`src/rtl/arx_pkg.sv`:
```
package arx_pkg;

    typedef enum logic [2:0] {
        ST_IDLE,
        ST_START,
        ST_DATA,
        ST_PARITY,
        ST_STOP
    } arx_state_e;

    localparam int unsigned STAT_FULL = 0;
    localparam int unsigned STAT_OVR  = 1;
    localparam int unsigned STAT_PER  = 2;
    localparam int unsigned STAT_FER  = 3;
    localparam int unsigned STAT_LINE = 4;

endpackage

```
`src/rtl/arx_sync.sv`:
```
module arx_sync #(
    parameter int unsigned STAGES = 2
) (
    input  logic clk,
    input  logic rst_n,
    input  logic rx_i,
    output logic rx_s_o,
    output logic fall_o
);
    logic [STAGES-1:0] chain_q;
    logic              prev_q;

    generate
        for (genvar g = 0; g < STAGES; g++) begin : g_stage
            if (g == 0) begin : g_first
                always_ff @(posedge clk) begin
                    if (!rst_n) chain_q[g] <= 1'b1;
                    else        chain_q[g] <= rx_i;
                end
            end else begin : g_next
                always_ff @(posedge clk) begin
                    if (!rst_n) chain_q[g] <= 1'b1;
                    else        chain_q[g] <= chain_q[g-1];
                end
            end
        end
    endgenerate

    always_ff @(posedge clk) begin
        if (!rst_n) prev_q <= 1'b1;
        else        prev_q <= chain_q[STAGES-1];
    end

    assign rx_s_o = chain_q[STAGES-1];
    assign fall_o = prev_q & ~chain_q[STAGES-1];
endmodule

```
`src/rtl/arx_frame_fsm.sv`:
```
module arx_frame_fsm
    import arx_pkg::*;
#(
    parameter int unsigned DATA_W = 8,
    parameter int unsigned OVS    = 16
) (
    input  logic              clk,
    input  logic              rst_n,
    input  logic              tick_i,
    input  logic              rx_s_i,
    input  logic              fall_i,
    input  logic              blocked_i,
    input  logic              par_en_i,
    input  logic              par_odd_i,
    output logic              done_o,
    output logic [DATA_W-1:0] byte_o,
    output logic              par_ok_o,
    output logic              stop_ok_o
);
    localparam int unsigned CNT_W = $clog2(OVS);
    localparam int unsigned IDX_W = $clog2(DATA_W);
    localparam logic [CNT_W-1:0] HALF = CNT_W'(OVS / 2 - 1);
    localparam logic [CNT_W-1:0] LAST = CNT_W'(OVS - 1);
    localparam logic [IDX_W-1:0] TOP  = IDX_W'(DATA_W - 1);

    arx_state_e        state_q, state_d;
    logic [CNT_W-1:0]  cnt_q;
    logic [IDX_W-1:0]  idx_q;
    logic [DATA_W-1:0] shift_q;
    logic              par_q;
    logic              half_hit, full_hit;

    assign half_hit = tick_i && (cnt_q == HALF);
    assign full_hit = tick_i && (cnt_q == LAST);

    // next state
    always_comb begin
        state_d = state_q;
        unique case (state_q)
            ST_IDLE:   if (fall_i && !blocked_i) state_d = ST_START;
            ST_START:  if (half_hit) state_d = rx_s_i ? ST_IDLE : ST_DATA;
            ST_DATA:   if (full_hit && idx_q == TOP)
                           state_d = par_en_i ? ST_PARITY : ST_STOP;
            ST_PARITY: if (full_hit) state_d = ST_STOP;
            ST_STOP:   if (full_hit) state_d = ST_IDLE;
            default:   state_d = ST_IDLE;
        endcase
    end

    // state register and datapath
    always_ff @(posedge clk) begin
        if (!rst_n) begin
            state_q <= ST_IDLE;
            cnt_q   <= '0;
            idx_q   <= '0;
            shift_q <= '0;
            par_q   <= 1'b0;
        end else begin
            state_q <= state_d;
            unique case (state_q)
                ST_IDLE: cnt_q <= '0;
                ST_START: begin
                    if (half_hit) begin
                        cnt_q <= '0;
                        idx_q <= '0;
                    end else if (tick_i) begin
                        cnt_q <= cnt_q + 1'b1;
                    end
                end
                ST_DATA: begin
                    if (full_hit) begin
                        cnt_q   <= '0;
                        shift_q <= {rx_s_i, shift_q[DATA_W-1:1]};
                        idx_q   <= idx_q + 1'b1;
                    end else if (tick_i) begin
                        cnt_q <= cnt_q + 1'b1;
                    end
                end
                ST_PARITY: begin
                    if (full_hit) begin
                        cnt_q <= '0;
                        par_q <= rx_s_i;
                    end else if (tick_i) begin
                        cnt_q <= cnt_q + 1'b1;
                    end
                end
                ST_STOP: begin
                    if (full_hit)    cnt_q <= '0;
                    else if (tick_i) cnt_q <= cnt_q + 1'b1;
                end
                default: cnt_q <= '0;
            endcase
        end
    end

    // outputs
    always_comb begin
        done_o    = (state_q == ST_STOP) && full_hit;
        byte_o    = shift_q;
        stop_ok_o = rx_s_i;
        par_ok_o  = !par_en_i || ((^shift_q ^ par_q) == par_odd_i);
    end
endmodule

```
`src/rtl/arx_status_regs.sv`:
```
module arx_status_regs
    import arx_pkg::*;
#(
    parameter int unsigned DATA_W = 8
) (
    input  logic              clk,
    input  logic              rst_n,
    input  logic              done_i,
    input  logic [DATA_W-1:0] byte_i,
    input  logic              par_ok_i,
    input  logic              stop_ok_i,
    input  logic              wr_i,
    input  logic              sel_i,
    input  logic [3:0]        clr_n_i,
    input  logic              rie_i,
    output logic              full_o,
    output logic              ovr_o,
    output logic              per_o,
    output logic              fer_o,
    output logic [DATA_W-1:0] data_o,
    output logic              err_any_o,
    output logic              irq_rxd_o,
    output logic              irq_err_o
);
    logic              full_d, ovr_d, per_d, fer_d;
    logic [DATA_W-1:0] data_d;
    logic              stat_wr;

    assign stat_wr   = wr_i && !sel_i;
    assign err_any_o = ovr_o | per_o | fer_o;

    always_comb begin
        full_d = full_o;
        ovr_d  = ovr_o;
        per_d  = per_o;
        fer_d  = fer_o;
        data_d = data_o;
        if (stat_wr) begin
            if (!clr_n_i[STAT_FULL]) full_d = 1'b0;
            if (!clr_n_i[STAT_OVR])  ovr_d  = 1'b0;
            if (!clr_n_i[STAT_PER])  per_d  = 1'b0;
            if (!clr_n_i[STAT_FER])  fer_d  = 1'b0;
        end
        if (done_i && !err_any_o) begin
            if (full_o) begin
                ovr_d = 1'b1;
            end else if (!stop_ok_i || !par_ok_i) begin
                if (!stop_ok_i) fer_d = 1'b1;
                if (!par_ok_i)  per_d = 1'b1;
            end else begin
                data_d = byte_i;
                full_d = 1'b1;
            end
        end
    end

    always_ff @(posedge clk) begin
        if (!rst_n) begin
            full_o <= 1'b0;
            ovr_o  <= 1'b0;
            per_o  <= 1'b0;
            fer_o  <= 1'b0;
            data_o <= '0;
        end else begin
            full_o <= full_d;
            ovr_o  <= ovr_d;
            per_o  <= per_d;
            fer_o  <= fer_d;
            data_o <= data_d;
        end
    end

    assign irq_rxd_o = full_o && rie_i;
    assign irq_err_o = err_any_o && rie_i;
endmodule

```
`src/rtl/arx_receiver.sv`:
```
module arx_receiver
    import arx_pkg::*;
#(
    parameter int unsigned DATA_W  = 8,
    parameter int unsigned OVS     = 16,
    parameter int unsigned SYNC_ST = 2
) (
    input  logic              clk,
    input  logic              rst_n,
    input  logic              rx_i,
    input  logic              os_tick_i,
    input  logic              cfg_par_en_i,
    input  logic              cfg_par_odd_i,
    input  logic              cfg_rie_i,
    input  logic              reg_sel_i,
    input  logic              reg_wr_i,
    input  logic [DATA_W-1:0] reg_wdata_i,
    output logic [DATA_W-1:0] reg_rdata_o,
    output logic              irq_rxd_o,
    output logic              irq_err_o
);
    logic              rx_s, fall;
    logic              done, par_ok, stop_ok;
    logic [DATA_W-1:0] rx_byte;
    logic              st_full, st_ovr, st_per, st_fer, err_any;
    logic [DATA_W-1:0] st_data;
    logic              unused_wbits;

    assign unused_wbits = ^reg_wdata_i[DATA_W-1:4];

    arx_sync #(.STAGES(SYNC_ST)) u_sync (
        .clk    (clk),
        .rst_n  (rst_n),
        .rx_i   (rx_i),
        .rx_s_o (rx_s),
        .fall_o (fall)
    );

    arx_frame_fsm #(.DATA_W(DATA_W), .OVS(OVS)) u_fsm (
        .clk       (clk),
        .rst_n     (rst_n),
        .tick_i    (os_tick_i),
        .rx_s_i    (rx_s),
        .fall_i    (fall),
        .blocked_i (err_any),
        .par_en_i  (cfg_par_en_i),
        .par_odd_i (cfg_par_odd_i),
        .done_o    (done),
        .byte_o    (rx_byte),
        .par_ok_o  (par_ok),
        .stop_ok_o (stop_ok)
    );

    arx_status_regs #(.DATA_W(DATA_W)) u_regs (
        .clk       (clk),
        .rst_n     (rst_n),
        .done_i    (done),
        .byte_i    (rx_byte),
        .par_ok_i  (par_ok),
        .stop_ok_i (stop_ok),
        .wr_i      (reg_wr_i),
        .sel_i     (reg_sel_i),
        .clr_n_i   (reg_wdata_i[3:0]),
        .rie_i     (cfg_rie_i),
        .full_o    (st_full),
        .ovr_o     (st_ovr),
        .per_o     (st_per),
        .fer_o     (st_fer),
        .data_o    (st_data),
        .err_any_o (err_any),
        .irq_rxd_o (irq_rxd_o),
        .irq_err_o (irq_err_o)
    );

    always_comb begin
        if (reg_sel_i) reg_rdata_o = st_data;
        else           reg_rdata_o = {{(DATA_W-5){1'b0}}, rx_s, st_fer, st_per, st_ovr, st_full};
    end
endmodule

```
`config.mk`:
```
export PLATFORM = sky130hd
export DESIGN_NAME = arx_receiver
export DESIGN_NICKNAME = d
export VERILOG_FILES = /design/src/rtl/arx_pkg.sv /design/src/rtl/arx_sync.sv /design/src/rtl/arx_frame_fsm.sv /design/src/rtl/arx_status_regs.sv /design/src/rtl/arx_receiver.sv
export SDC_FILE = /design/constraint.sdc
export NUM_CORES = 1
export LEC_CHECK = 0
export BUFFER_PORTS_ARGS = -buffer_cell sky130_fd_sc_hd__buf_2
export CAP_MARGIN = 40
export CORE_MARGIN = 2
export CORE_UTILIZATION = 45
export CTS_CLUSTER_DIAMETER = 200
export DETAILED_ROUTE_END_ITERATION = 6
export MAX_ROUTING_LAYER = met4
export PLACE_DENSITY = 0.66
export RECOVER_POWER = 50
export SYNTH_ARGS = -nofsm -noshare
export SYNTH_HDL_FRONTEND = slang
export SYNTH_SLANG_ARGS = --single-unit
```
`constraint.sdc`:
```
create_clock -name clk -period 3 [get_ports clk]
set_input_delay 0.3 -clock clk [delete_from_list [all_inputs] [get_ports clk]]
set_output_delay 0.3 -clock clk [all_outputs]
set_load 0.005 [all_outputs]
```
## Yosys cells after proc, flatten, opt, wreduce, memory -nomap -nowiden

Cells that the tools add are included.
W data, S select, Z words.

| word-level totals | value |
|---|---|
| register bits after elaboration | 34 |
| logic and storage cells | 98 |
| output and inout port bits | 10 |

| cells by class | value |
|---|---|
| bitwise operators | 7 |
| add/sub/neg operators | 2 |
| equality and inequality tests | 14 |
| reduce and logical (&&, ||, !) cells | 25 |
| muxes and demuxes | 37 |

Operator list:

| cell | count |
|---|---|
| $mux W3 | 8 |
| $mux W1 | 21 |
| $pmux W3 S5 | 1 |
| $mux W4 | 3 |
| $ne A2 B1 Y1 const B | 6 |
| $logic_and A1 B1 Y1 | 9 |
| $mux W8 | 1 |
| $pmux W4 S2 | 1 |
| $reduce_xor A8 Y1 | 1 |
| $eq A3 B2 Y1 const B | 2 |
| $eq A3 B3 Y1 const B | 2 |
| $pmux W3 S2 | 1 |
| $reduce_and A3 Y1 | 2 |
| $logic_not A1 Y1 | 5 |
| $reduce_and A5 Y1 | 1 |
| $add A4 B1 Y4 const B | 1 |
| $eq A4 B3 Y1 const B | 1 |
| $eq A4 B4 Y1 const B | 1 |
| $reduce_and A2 Y1 | 2 |
| $add A3 B1 Y3 const B | 1 |
| $eq A3 B1 Y1 const B | 1 |
| $logic_not A3 Y1 | 1 |
| $not A1 Y1 | 3 |
| $reduce_or A3 Y1 | 1 |
| other kinds (7) | 9 |

## Longest topological paths before layout

| logic depth | value |
|---|---|
| depth after elaboration | 9 |
| gate-level depth with buffers | 7 |
| depth with buffers taken out | 7 |

## By module

A second synthesis with hierarchy kept.

| unflattened totals | value |
|---|---|
| cell total of the unflattened synthesis | 199 |
| area, all modules | 1831.8 µm² |

By module, submodules not included:

| module | area each (µm²) | cells each | times used |
|---|---|---|---|
| arx_frame_fsm | 1107.3 | 125 | 1 |
| arx_status_regs | 530.5 | 58 | 1 |
| arx_receiver | 108.9 | 9 | 1 |
| arx_sync | 85.1 | 7 | 1 |

## Worst setup path before layout

No wires, ideal clock.

| timing path | value |
|---|---|
| path type | register to register |
| from | reg u_fsm.shift_q[2], in the netlist u_fsm.byte_o[2] |
| to | reg u_regs.data_o[0] |
| stages on the path, launching flop included | 7 |
| period minus slack after synthesis | 1790 ps |
| required time | 2881 ps |
| arrival time | 1671 ps |
| setup time | 119 ps |
| path slack | 1210 ps |
| path buffers | 1 |
| cell sequence | dfxtp_1 xor2_1 xnor3_1 and3_1 or3_1 buf_6 mux2i_1 |

| between the ends | value |
|---|---|
| word-level cells in the longest chain between the ends | 8 |

Ends and longest elaborated chain:

| element | RTL line | RTL |
|---|---|---|
| start, declared | arx_frame_fsm.sv:29 | `logic [DATA_W-1:0] shift_q;` |
| start signal, assigned | arx_frame_fsm.sv:73 | `shift_q <= {rx_s_i, shift_q[DATA_W-1:1]};` |
| $reduce_xor A8 Y1 | arx_frame_fsm.sv:101 | `par_ok_o = !par_en_i \|\| ((^shift_q ^ par_q) == par_odd_i);` |
| $xor A1 B1 Y1 | arx_frame_fsm.sv:101 |  |
| $eq A1 B1 Y1 | arx_frame_fsm.sv:101 |  |
| $logic_or A1 B1 Y1 | arx_frame_fsm.sv:101 |  |
| $logic_not A1 Y1 | arx_status_regs.sv:47 | `end else if (!stop_ok_i \|\| !par_ok_i) begin` |
| $logic_or A1 B1 Y1 | arx_status_regs.sv:47 |  |
| $not A1 Y1 (no source line) | n/a |  |
| $reduce_and A3 Y1 (no source line) | n/a |  |
| end signal, assigned | arx_status_regs.sv:69 | `data_o <= data_d;` |
| end, declared | arx_status_regs.sv:20 | `output logic [DATA_W-1:0] data_o,` |

Every way passes these cells.
A chain may end at the register's enable or synchronous reset.

## Worst setup path after layout

| timing path | value |
|---|---|
| from | reg u_fsm.shift_q[2], in the netlist u_fsm.byte_o[2] |
| to | reg u_regs.data_o[4] |

The elaborated chain is that of the path after synthesis.

==> run_results.csv <==
group,metric,value,unit
cts,clock_latency,0.34,ns
sta,clock.fmax,0.472,GHz
setup_path,crit_path_end_kind,"register",
setup_path,slowest_delay,0.57,ns
synth,synth_largest_area_cell,"dfxtp_1",
drt,first_pass_iters,4,
floorplan,die_h,64.3,um
setup_path,arrival,2.34,ns
synth,syn_nets,200,
synth,yosys.cell_types.count,36,
synth,yosysMostFrequentCell,"dfxtp_1",
global_routing,grt_max_degree,22,
status,status,"complete, no violations",
pwr,power,968,uW
sta,fin_crit_sh,70.6,%
setup_path,r2r_start,"u_fsm.byte_o[2]",
cts,htreeDepth,2,
floorplan,dieArea,4140,sq um
synth,syn_avg_cell_area,9.10,sq um
global_routing,antenna_found_initial,0,
drt,drt_iter0_drc,109,
synth,synth-edff-count,0,
global_routing,grt_pass1_wl,5420,um
cts,cts_sinks,34,
finish,nNetsFinal,220,
pwr,power.static_leakage,0.000790,uW
sta,post-route-min-period,2.12,ns
drt,ant_nets,0,
cts,cts_resized,0,
min_path,hold_class,"in2reg",
cts,cts_setup_buffers,0,
cts,cts_buffers,5,
setup_path,path_buf_inv,0,
placed_design,place_ws,0.888,ns
synth,synth_cells,180,
placed_design,port-buffer-count,22,
synth,yosys_warnings,0,
floorplan,initial_core_util,47.9,%
setup_path,crit_path_max_fanout,9,
finish,antenna_cells,0,
synth,ys_ff_latch,34,
global_routing,grt.overflow.total,0,
setup_path,crit_slowest_cell,"or3_1",
floorplan,core,3420,sq um
synth,synthTopCellsByCount,"34 x dfxtp_1, 20 x nand2_1, 19 x mux2i_1, 19 x nor2_1, 11 x nand2b_1",
cts,clockBufferDepth,2,
flow_run,drv_cap,0,
synth,synth_area_leaders,"dfxtp_1 42%, mux2i_1 12%, nand2_1 4.6%",
sta,clock_skew,0.0136,ns
floorplan,rows,21,
pwr,p_per_area,520,nW/um^2
sta,fin_ws,0.883,ns
setup_path,critPathTopFamily,"simple AND/OR/NAND/NOR gates",
synth,synthArstFlopShare,0,%
cts,cts_root_buf,"clkbuf_4",
global_routing,grt.total_usage,17.5,%
sta,final_max_slew_viol_count,0,
sta,hold_viol,0,
setup_path,cp_cell_sequence,"xor2_1 -> xnor3_1 -> and3_1 -> or3_1 -> mux2i_1",
floorplan,die_x,64.3,um
setup_path,cp.required,3.22,ns
placed_design,place_area,1750,sq um
synth,synth_top_area_share,41.6,%
cts,cts_hold_buf,0,
placed_design,gp_congestion,0.823,
drt,avgViaCountPerCell,5.20,
drt,vias,1285,
sta,finalSetupViolCount,0,
sta,worst_pin_slew,0.881,ns
synth,syn_area,1640,sq um
floorplan,io_pins,27,
placed_design,dp_hpwl,2300,um
drt,drc,0,
pwr,peakVddDrop,315,uV
sta,rsz0062_at_grt,"false",
finish,area_growth,13.6,%
cts,cts_tree,"built",
drt,wire_per_inst,12.7,um
synth,ys.flop_type,"dfxtp_1",
synth,seq_area_frac_synth,41.6,%
setup_path,r2r_slack,0.88,ns
sta,max_slew_margin,40.5,%
setup_path,path_class,"reg2reg",
setup_path,worstSetupStartpointType,"register",
sta,tns,0,ns
drt,wl,3140,um
finish,drive_gt1_share,17.4,%
cts,clkTransAtPathRegs,0.11,ns
finish,design_area,1860,sq um
min_path,min-delay-start,"rx_i",
setup_path,cp-startpoint,"u_fsm.byte_o[2]",
global_routing,grt_pass1_vias,1201,
-- per-stage QoR --
stage / util (%) / hold WS [ns] / cells
after floorplan: - / 0.386 / 180
after global placement: 51.3 / 0.395 / 239
after detailed placement: 51.3 / 0.400 / 239
after CTS: 54.5 / 0.122 / 247
after global routing: 54.5 / 0.127 / 247
final: 54.5 / 0.131 / 247
-- worst paths after layout --
kind,depth (start not counted),end
setup / recovery,5,u_regs.data_o[4]
hold / removal,2,u_sync.chain_q[0]
setup reg to reg,5,u_regs.data_o[4]
hold reg to reg,1,u_sync.rx_s_o
-- per-layer routing --
layer	share of wire, %	global-route usage, %	routed length, um	vias to the layer above
met5	0	-	0	-
met1	48	21.5	1500	596
met4	1.4	8.78	45	0
met2	46	25.9	1460	28
li1	-	-	-	655
met3	4.4	5.28	138	6
-- sequential cells by signal, indices dropped and copies added, names as in the netlist, 3 cells and up --
signal and count:
u_fsm.byte_o 8, u_regs.data_o 8, u_fsm.cnt_q 4, u_fsm.idx_q 3, u_fsm.state_q 3
-- power by group --
part / switching (uW) / internal, uW / total (uW) / leakage [uW]
clock: 158 / 282 / 440 / 0.0000585
sequential: 11.2 / 457 / 468 / 0.000275
combinational: 31.5 / 28.4 / 59.9 / 0.000457
-- cells in the final DEF (no fill, tap or decap), types with 2 or more instances in the layout --
master,n
dfxtp_1,34
nand2_1,20
buf_2,20
mux2i_1,19
nor2_1,19
nand2b_1,11
a21oi_1,8
o21ai_0,7
mux2_2,5
xnor2_1,5
clkbuf_4,5
nor3_1,4
nand3_1,4
xor2_1,4
and2_0,3
nor2b_1,3
nand4_1,3
ha_1,3
or3_1,2
a22oi_1,2
bufinv_16,2
clkbuf_1,2
-- cells by family (layout without fill, tap and decap cells) --
group | count (synthesis) | in the layout | share of synthesized area [%]
AND/OR/NAND/NOR | 74 | 74 | 22.2
XOR/XNOR | 10 | 10 | 6.19
adder cells (fa/ha/maj) | 3 | 3 | 2.29
multiplexers | 24 | 24 | 15.0
flip-flops | 34 | 34 | 41.6
buffers and inverters | 12 | 33 | 4.20
AO/OA/AOI/OAI | 23 | 23 | 8.56
-- final cells by class --
cell class | count | area (sq um)
fill | 320 | 1560
sequential | 34 | 681
inverter | 2 | 7.51
tap | 46 | 57.6
multi-input combinational | 134 | 888
clock inverter | 2 | 60.1
clock buffer | 6 | 51.3
timing repair buffer | 23 | 115
(Power assumes the default switching activity.)
